===== config.mk =====
export PLATFORM = sky130hd
export DESIGN_NAME = crce_top
export DESIGN_NICKNAME = d
export VERILOG_FILES = /design/src/rtl/crce_pkg.sv /design/src/rtl/crce_in_shaper.sv /design/src/rtl/crce_crc_fold.sv /design/src/rtl/crce_out_shaper.sv /design/src/rtl/crce_top.sv
export SDC_FILE = /design/constraint.sdc
export NUM_CORES = 1
export LEC_CHECK = 0
export ABC_AREA = 0
export BUFFER_PORTS_ARGS = -buffer_cell sky130_fd_sc_hd__buf_2
export CAP_MARGIN = 40
export CORE_MARGIN = 2
export CORE_UTILIZATION = 60
export CTS_CLUSTER_DIAMETER = 60
export DETAILED_ROUTE_END_ITERATION = 6
export GPL_TIMING_DRIVEN = 0
export PLACE_DENSITY_LB_ADDON = 0.08
export SYNTH_ARGS = -nofsm -noshare
export SYNTH_HDL_FRONTEND = slang
export SYNTH_SLANG_ARGS = --single-unit

===== constraint.sdc =====
create_clock -name clk -period 11.7 [get_ports clk]
set_clock_uncertainty 0.2 [all_clocks]
set_input_delay 1.17 -clock clk [delete_from_list [all_inputs] [get_ports clk]]
set_output_delay 1.17 -clock clk [all_outputs]
set_load 0.1 [all_outputs]

===== src/rtl/crce_pkg.sv =====
package crce_pkg;

   typedef enum logic [1:0] {
      A_CFG  = 2'd0,
      A_SEED = 2'd1,
      A_FEED = 2'd2,
      A_RES  = 2'd3
   } addr_e;

   localparam logic [3:0] K_CRC16A = 4'b0000;
   localparam logic [3:0] K_CRC16B = 4'b0001;
   localparam logic [3:0] K_CRC32A = 4'b0010;
   localparam logic [3:0] K_CRC32B = 4'b0011;
   localparam logic [3:0] K_SUM16  = 4'b1000;

   localparam logic [1:0] ST_ZERO = 2'b10;
   localparam logic [1:0] ST_ONES = 2'b11;

   // field layout follows the control word bit positions
   typedef struct packed {
      logic [1:0] start;    // 14:13
      logic       narrow;   // 12
      logic [1:0] pad_hi;   // 11:10
      logic       out_inv;  // 9
      logic       out_rev;  // 8
      logic       in_rev;   // 7
      logic       pad_lo;   // 6
      logic [1:0] order;    // 5:4
      logic [3:0] kind;     // 3:0
   } cfg_t;

   function automatic logic [15:0] add1c(input logic [15:0] a, input logic [15:0] b);
      logic [16:0] s;
      s = {1'b0, a} + {1'b0, b};
      return s[15:0] + {15'b0, s[16]};
   endfunction

endpackage


===== src/rtl/crce_in_shaper.sv =====
module crce_in_shaper #(
   parameter int WORD_W = 32,
   parameter int BYTE_W = 8
) (
   input  logic [1:0]        order,
   input  logic              in_rev,
   input  logic [WORD_W-1:0] word_i,
   output logic [WORD_W-1:0] word_o
);
   localparam int NBYTES = WORD_W / BYTE_W;

   if (WORD_W != 32 || BYTE_W != 8) begin : g_bad_w
      $error("crce_in_shaper: only a 32-bit word of 8-bit bytes is supported");
   end

   logic [WORD_W-1:0] sw_b, sw_h, rev_w;

   assign sw_b = order[0] ? {word_i[23:16], word_i[31:24], word_i[7:0], word_i[15:8]} : word_i;
   assign sw_h = order[1] ? {sw_b[15:0], sw_b[31:16]} : sw_b;

   for (genvar g = 0; g < NBYTES; g++) begin : g_byte
      for (genvar k = 0; k < BYTE_W; k++) begin : g_bit
         assign rev_w[g*BYTE_W + k] = sw_h[g*BYTE_W + BYTE_W-1-k];
      end
   end

   assign word_o = in_rev ? rev_w : sw_h;
endmodule


===== src/rtl/crce_crc_fold.sv =====
module crce_crc_fold #(
   parameter int CRC_W  = 16,
   parameter int WORD_W = 32,
   parameter int BYTE_W = 8
) (
   input  logic [CRC_W-1:0]  crc_i,
   input  logic [CRC_W-1:0]  poly,
   input  logic [WORD_W-1:0] data,
   input  logic              narrow,
   output logic [CRC_W-1:0]  crc_o
);
   if (CRC_W < 2 || CRC_W > WORD_W) begin : g_bad_w
      $error("crce_crc_fold: CRC_W out of range");
   end

   logic [WORD_W-1:0] d;
   logic [CRC_W-1:0]  c;
   logic              fb;

   always_comb begin
      d  = narrow ? {data[BYTE_W-1:0], {(WORD_W-BYTE_W){1'b0}}} : data;
      c  = crc_i;
      fb = 1'b0;
      for (int i = 0; i < WORD_W; i++) begin
         if (!narrow || i < BYTE_W) begin
            fb = c[CRC_W-1] ^ d[WORD_W-1-i];
            c  = {c[CRC_W-2:0], 1'b0} ^ (fb ? poly : {CRC_W{1'b0}});
         end
      end
      crc_o = c;
   end
endmodule


===== src/rtl/crce_out_shaper.sv =====
module crce_out_shaper #(
   parameter int WORD_W = 32,
   parameter int BYTE_W = 8
) (
   input  logic              out_rev,
   input  logic              out_inv,
   input  logic [WORD_W-1:0] val_i,
   output logic [WORD_W-1:0] val_o
);
   localparam int NBYTES = WORD_W / BYTE_W;

   if (WORD_W % BYTE_W != 0) begin : g_bad_w
      $error("crce_out_shaper: WORD_W must be whole bytes");
   end

   logic [WORD_W-1:0] rev_w, pick;

   for (genvar g = 0; g < NBYTES; g++) begin : g_byte
      for (genvar k = 0; k < BYTE_W; k++) begin : g_bit
         assign rev_w[g*BYTE_W + k] = val_i[g*BYTE_W + BYTE_W-1-k];
      end
   end

   assign pick  = out_rev ? rev_w : val_i;
   assign val_o = out_inv ? ~pick : pick;
endmodule


===== src/rtl/crce_top.sv =====
module crce_top
   import crce_pkg::*;
#(
   parameter int          WORD_W  = 32,
   parameter int          SHORT_W = 16,
   parameter logic [15:0] POLY_A  = 16'h8005,
   parameter logic [15:0] POLY_B  = 16'h1021,
   parameter logic [31:0] POLY_C  = 32'h04C11DB7,
   parameter logic [31:0] POLY_D  = 32'h1EDC6F41
) (
   input  logic        clk,
   input  logic        rst_n,
   input  logic        wr_en,
   input  logic [1:0]  wr_addr,
   input  logic [31:0] wr_data,
   input  logic [1:0]  rd_addr,
   output logic [31:0] rd_data
);
   localparam int CFG_W = $bits(cfg_t);

   if (WORD_W != 32 || SHORT_W != 16) begin : g_bad_w
      $error("crce_top: word must be 32 bits and short value 16 bits");
   end

   cfg_t              cfg_q, cfg_d;
   logic [WORD_W-1:0] run_q, res_q;
   logic [WORD_W-1:0] start_raw, start_v, shaped, next_run, next_res;
   logic [SHORT_W-1:0] crc16_o, sum_o;
   logic [WORD_W-1:0]  crc32_o;
   logic              is_short, kind_ok, feed_we;

   always_comb begin
      unique case (cfg_q.kind)
         K_CRC16A, K_CRC16B, K_SUM16: begin kind_ok = 1'b1; is_short = 1'b1; end
         K_CRC32A, K_CRC32B:          begin kind_ok = 1'b1; is_short = 1'b0; end
         default:                     begin kind_ok = 1'b0; is_short = 1'b0; end
      endcase
   end

   assign feed_we = wr_en && (wr_addr == A_FEED) && kind_ok;

   always_comb begin
      case (cfg_q.start)
         ST_ZERO: start_raw = '0;
         ST_ONES: start_raw = '1;
         default: start_raw = run_q;
      endcase
      start_v = is_short ? {{(WORD_W-SHORT_W){1'b0}}, start_raw[SHORT_W-1:0]} : start_raw;
   end

   crce_in_shaper #(.WORD_W(WORD_W), .BYTE_W(8)) u_in (
      .order (cfg_q.order),
      .in_rev(cfg_q.in_rev),
      .word_i(wr_data),
      .word_o(shaped)
   );

   crce_crc_fold #(.CRC_W(SHORT_W), .WORD_W(WORD_W), .BYTE_W(8)) u_crc16 (
      .crc_i (start_v[SHORT_W-1:0]),
      .poly  (cfg_q.kind[0] ? POLY_B : POLY_A),
      .data  (shaped),
      .narrow(cfg_q.narrow),
      .crc_o (crc16_o)
   );

   crce_crc_fold #(.CRC_W(WORD_W), .WORD_W(WORD_W), .BYTE_W(8)) u_crc32 (
      .crc_i (start_v),
      .poly  (cfg_q.kind[0] ? POLY_D : POLY_C),
      .data  (shaped),
      .narrow(cfg_q.narrow),
      .crc_o (crc32_o)
   );

   // checksum: one or two end-around additions
   assign sum_o = cfg_q.narrow
                ? add1c(start_v[15:0], {8'h00, shaped[7:0]})
                : add1c(add1c(start_v[15:0], shaped[31:16]), shaped[15:0]);

   always_comb begin
      if (cfg_q.kind == K_SUM16)
         next_run = {{(WORD_W-SHORT_W){1'b0}}, sum_o};
      else if (is_short)
         next_run = {{(WORD_W-SHORT_W){1'b0}}, crc16_o};
      else
         next_run = crc32_o;
   end

   crce_out_shaper #(.WORD_W(WORD_W), .BYTE_W(8)) u_out (
      .out_rev(cfg_q.out_rev),
      .out_inv(cfg_q.out_inv),
      .val_i  (next_run),
      .val_o  (next_res)
   );

   always_comb begin
      cfg_d        = cfg_t'(wr_data[CFG_W-1:0]);
      cfg_d.pad_hi = '0;
      cfg_d.pad_lo = 1'b0;
   end

   always_ff @(posedge clk or negedge rst_n) begin
      if (!rst_n) begin
         cfg_q <= '0;
         run_q <= '0;
         res_q <= '0;
      end else if (wr_en) begin
         case (wr_addr)
            A_CFG:  cfg_q <= cfg_d;
            A_SEED: run_q <= wr_data;
            A_FEED: if (kind_ok) begin
                       run_q       <= next_run;
                       res_q       <= next_res;
                       cfg_q.start <= 2'b00;
                    end
            default: ;
         endcase
      end
   end

   always_comb begin
      case (rd_addr)
         A_CFG:   rd_data = {{(32-CFG_W){1'b0}}, cfg_q};
         A_SEED:  rd_data = run_q;
         A_FEED:  rd_data = '0;
         default: rd_data = res_q;
      endcase
   end


   start_clear_chk: assert property (@(posedge clk) disable iff (!rst_n)
      feed_we |=> (cfg_q.start == 2'b00));


   short_upper_zero_chk: assert property (@(posedge clk) disable iff (!rst_n)
      (feed_we && is_short) |=> (run_q[WORD_W-1:SHORT_W] == '0));


   reserved_kind_hold_chk: assert property (@(posedge clk) disable iff (!rst_n)
      (wr_en && wr_addr == A_FEED && !kind_ok) |=> ($stable(run_q) && $stable(res_q)));


   result_ro_chk: assert property (@(posedge clk) disable iff (!rst_n)
      (wr_en && wr_addr == A_RES) |=> $stable(res_q));


   cfg_pad_zero_chk: assert property (@(posedge clk) disable iff (!rst_n)
      (cfg_q.pad_hi == 2'b00) && !cfg_q.pad_lo);
endmodule


==> key figures <==
Drt
  • First DRT Iteration DRCs: a little under 4000
  • DR pass1 iterations: 7
  • Vias per cell: a little under 7
  • DRC Markers: 2
  • Routed wire per std cell: about 29 µm
  • Final WL: roughly 95000 µm
  • DR vias: about 23000
  • Detail Route Antenna Nets: 0

Worst setup path
  • Worst setup SP type: flip-flop
  • Number of cells on the worst reg-to-reg path: 30
  • Crit Path Max Fanout: 11
  • Crit path kind: flip-flop to output pin
  • Worst Setup SP: cfg_q[0]$_DFFE_PN0P_
  • Critical path destination: rd_data[0]
  • Req. time, crit path: 10330 ps
  • R2R Setup Slk: 120 ps
  • Critical R2R Launch: cfg_q[0]$_DFFE_PN0P_
  • Capture point of the worst reg-to-reg path: res_q[8]$_DFFE_PN0P_
  • Crit path capture type: output pin
  • Arrival @ worst endpoint: between 10000 and 15000 ps

Layout
  • Most frequent cells in the layout: xnor2_1 (504), nand2_1 (281), nor2_1 (215)
  • Nets: between 2000 and 3000
  • Ratio of cells with drive above 1 in the final layout: 0.1712
  • P&R area growth vs syn: 16.65%
  • Leading cell type in the layout, fill and taps excluded: xnor2_1
  • # fillers: around 2700

Floorplan
  • Initial core utilization: 0.6086
  • Die height: 188.2 µm
  • Row count: between 60 and 70
  • Die Area: between 30000 and 40000 µm²
  • # IOs: 71
  • Core ar.: around 33000 µm²
  • Chip width: 188.2 µm

Logic synthesis
  • Synthesized instance count: 2682
  • Ys async rst share: 1.000
  • Ys flop type: dfrtp_1
  • Top-area cell type share of the netlist area: 0.2267
  • Top cells by area, synth: xnor2_1 (23%), dfrtp_1 (9.3%), mux2i_1 (7.4%), xor2_1 (6.2%), nand2_1 (5.2%)
  • Yosys Warn Count: 0
  • Syn_nets: between 2000 and 3000
  • Area leader, netlist: xnor2_1
  • Syn avg cell area: ~7.6 µm²
  • Seq cells post-synth: 76
  • Synth cell types: 99
  • Seq/Total Area, Yosys: 0.09342
  • Number of synthesized flops with an enable pin: 0
  • Post-Syn Area: just over 20000 µm²

Global route
  • Gr usage total: 0.5183
  • Initial antenna violation count: 1
  • Vias in the first global route: roughly 21000
  • Largest net degree at the start of global routing: 42
  • Grt ovf: 0
  • First-pass GRT wire length: 137400 µm

Clocking
  • Worst-case clock buffer depth: 2
  • Skew-Pair Late Insertion Delay: around 350 ps
  • Reg clk slew, reported paths: around 60 ps
  • Root Buffer: clkbuf_16
  • Cts hold-fix bufs: 0
  • CTS tree: done
  • Max H-tree Level: 3
  • Sinks on Clock Net: 76
  • Total CTS buffers: 9

STA
  • Fin Hold WS: about 280 ps
  • Tmin final: 12020 ps
  • Slew margin rel.: 0.2787
  • Final setup fails: 1
  • Worst setup margin: -324.8 ps
  • Slew Limit Fails: 0
  • Final hold vios: 0
  • Fmax: 0.08316 GHz
  • Post-route clock period utilization: 1.028
  • Worst-margin pin slew: around 1100 ps

Worst hold path
  • Hold Path Class: flip-flop to flip-flop

Run status
  • Status: finished, violations left
  • Failing checks: DRC, setup timing

Placement
  • # port buffers: 68
  • HPWL Detailed: between 70000 and 80000 µm
  • Gp weighted congestion: between 1 and 1.5

Job
  • Max-cap violations: 0
==> per-layer routing <==
metal  share of wire  wire, µm  GRT usage
met5               0         0          0
met3            0.16     14970     0.1658
met2            0.40     37900     0.7421
met1            0.36     34300     0.6766
met4           0.082      7748     0.3180
==> worst min path at each step <==
stage,cells past startpoint,slack [ps],startpoint,endpoint
finish,2,280,res_q[28]$_DFFE_PN0P_,res_q[28]$_DFFE_PN0P_
global route,2,320,res_q[24]$_DFFE_PN0P_,res_q[24]$_DFFE_PN0P_
CTS,2,280,res_q[31]$_DFFE_PN0P_,res_q[31]$_DFFE_PN0P_
detailed placement,2,270,res_q[31]$_DFFE_PN0P_,res_q[31]$_DFFE_PN0P_
global placement,2,260,res_q[31]$_DFFE_PN0P_,res_q[31]$_DFFE_PN0P_
floorplan,2,250,res_q[11]$_DFFE_PN0P_,res_q[11]$_DFFE_PN0P_
==> area by class of cell <==
type	instances	area, µm²	area share
multi-input combinational	2347	18440	0.7763
clock buffer	9	225.2	0.009484
sequential	76	1903	0.08014
clock inverter	6	112.6	0.004742
timing repair buffer	183	1396	0.05880
inverter	93	354.1	0.01491
tap	448	560.5	0.02361
antenna	2	5.005	0.0002108
buffer	165	754.5	0.03177
==> stage by stage <==
stage / setup WS, ps / setup TNS [ps] / instance area, µm² / util / std cells
5_1_grt: -92.47 / -756.6 / 23740 / 0.7098 / 3327
4_1_cts: 7.029 / 0 / 22650 / 0.6773 / 3278
3_3_place_gp: -3959 / -181960 / 21260 / 0.6355 / 3198
2_1_floorplan: 492.7 / 0 / 20360 / - / 2682
6_report: -324.8 / -324.8 / 23750 / 0.7099 / 3329
3_5_place_dp: -3920 / -181180 / 21520 / 0.6435 / 3229
==> logic make-up (layout without fill, tap and decap cells) <==
kind of cell	count (synthesis)	after routing	share of synthesized area
xor+xnor	724	724	0.3432
compound gates	613	613	0.1894
buf+inv	259	456	0.05151
simple gates	748	748	0.1671
flops	76	76	0.09342
fa+ha+maj	49	49	0.03122
mux	213	213	0.1242
other cells	0	2	0
==> state kept, by name, summed over array words and instances (netlist names) <==
signal / flops
run_q: 32
cfg_q: 12
res_q: 32
==> cells in the mapped netlist, types with 26 or more instances <==
master,n
and3_1,26
ha_1,46
buf_1,40
and2_1,29
xnor2_1,527
o21ai_0,153
o211ai_1,34
nor3_1,44
nand2_1,284
inv_1,91
mux2i_1,151
dfrtp_1,76
o21ai_1,37
mux2_2,27
o21bai_1,28
a21oi_1,193
nor2b_1,29
clkbuf_1,101
xor2_1,144
xnor3_1,27
nand3_1,38
nor2_1,219
==> worst max-delay path: stages (launching register included) <==
cell and delay [ps]:
dfrtp_1 400, clkbuf_2 380, clkbuf_2 370, clkbuf_2 440
clkbuf_2 410, buf_2 420, clkbuf_2 380, clkbuf_2 380
buf_2 400, buf_2 400, clkbuf_2 440, clkbuf_2 380
clkbuf_2 480, buf_2 410, clkbuf_2 360, clkbuf_2 340
buf_2 330, clkbuf_2 360, clkbuf_2 360, buf_2 390
clkbuf_1 490, clkbuf_2 400, clkbuf_2 360, buf_2 380
mux2i_1 160, o21ai_0 240, clkbuf_4 370
==> repair_timing <==
item                                    CTS  global route
buffers inserted                         35            49
endpoints found under the setup margin   65            61
gates cloned                              0             0
pin swaps                                25            56
resized for setup                        97           179
Power is left out: the tool's default activity adds up to more than one toggle a clock period on the data nets, which glitch-free logic cannot reach.
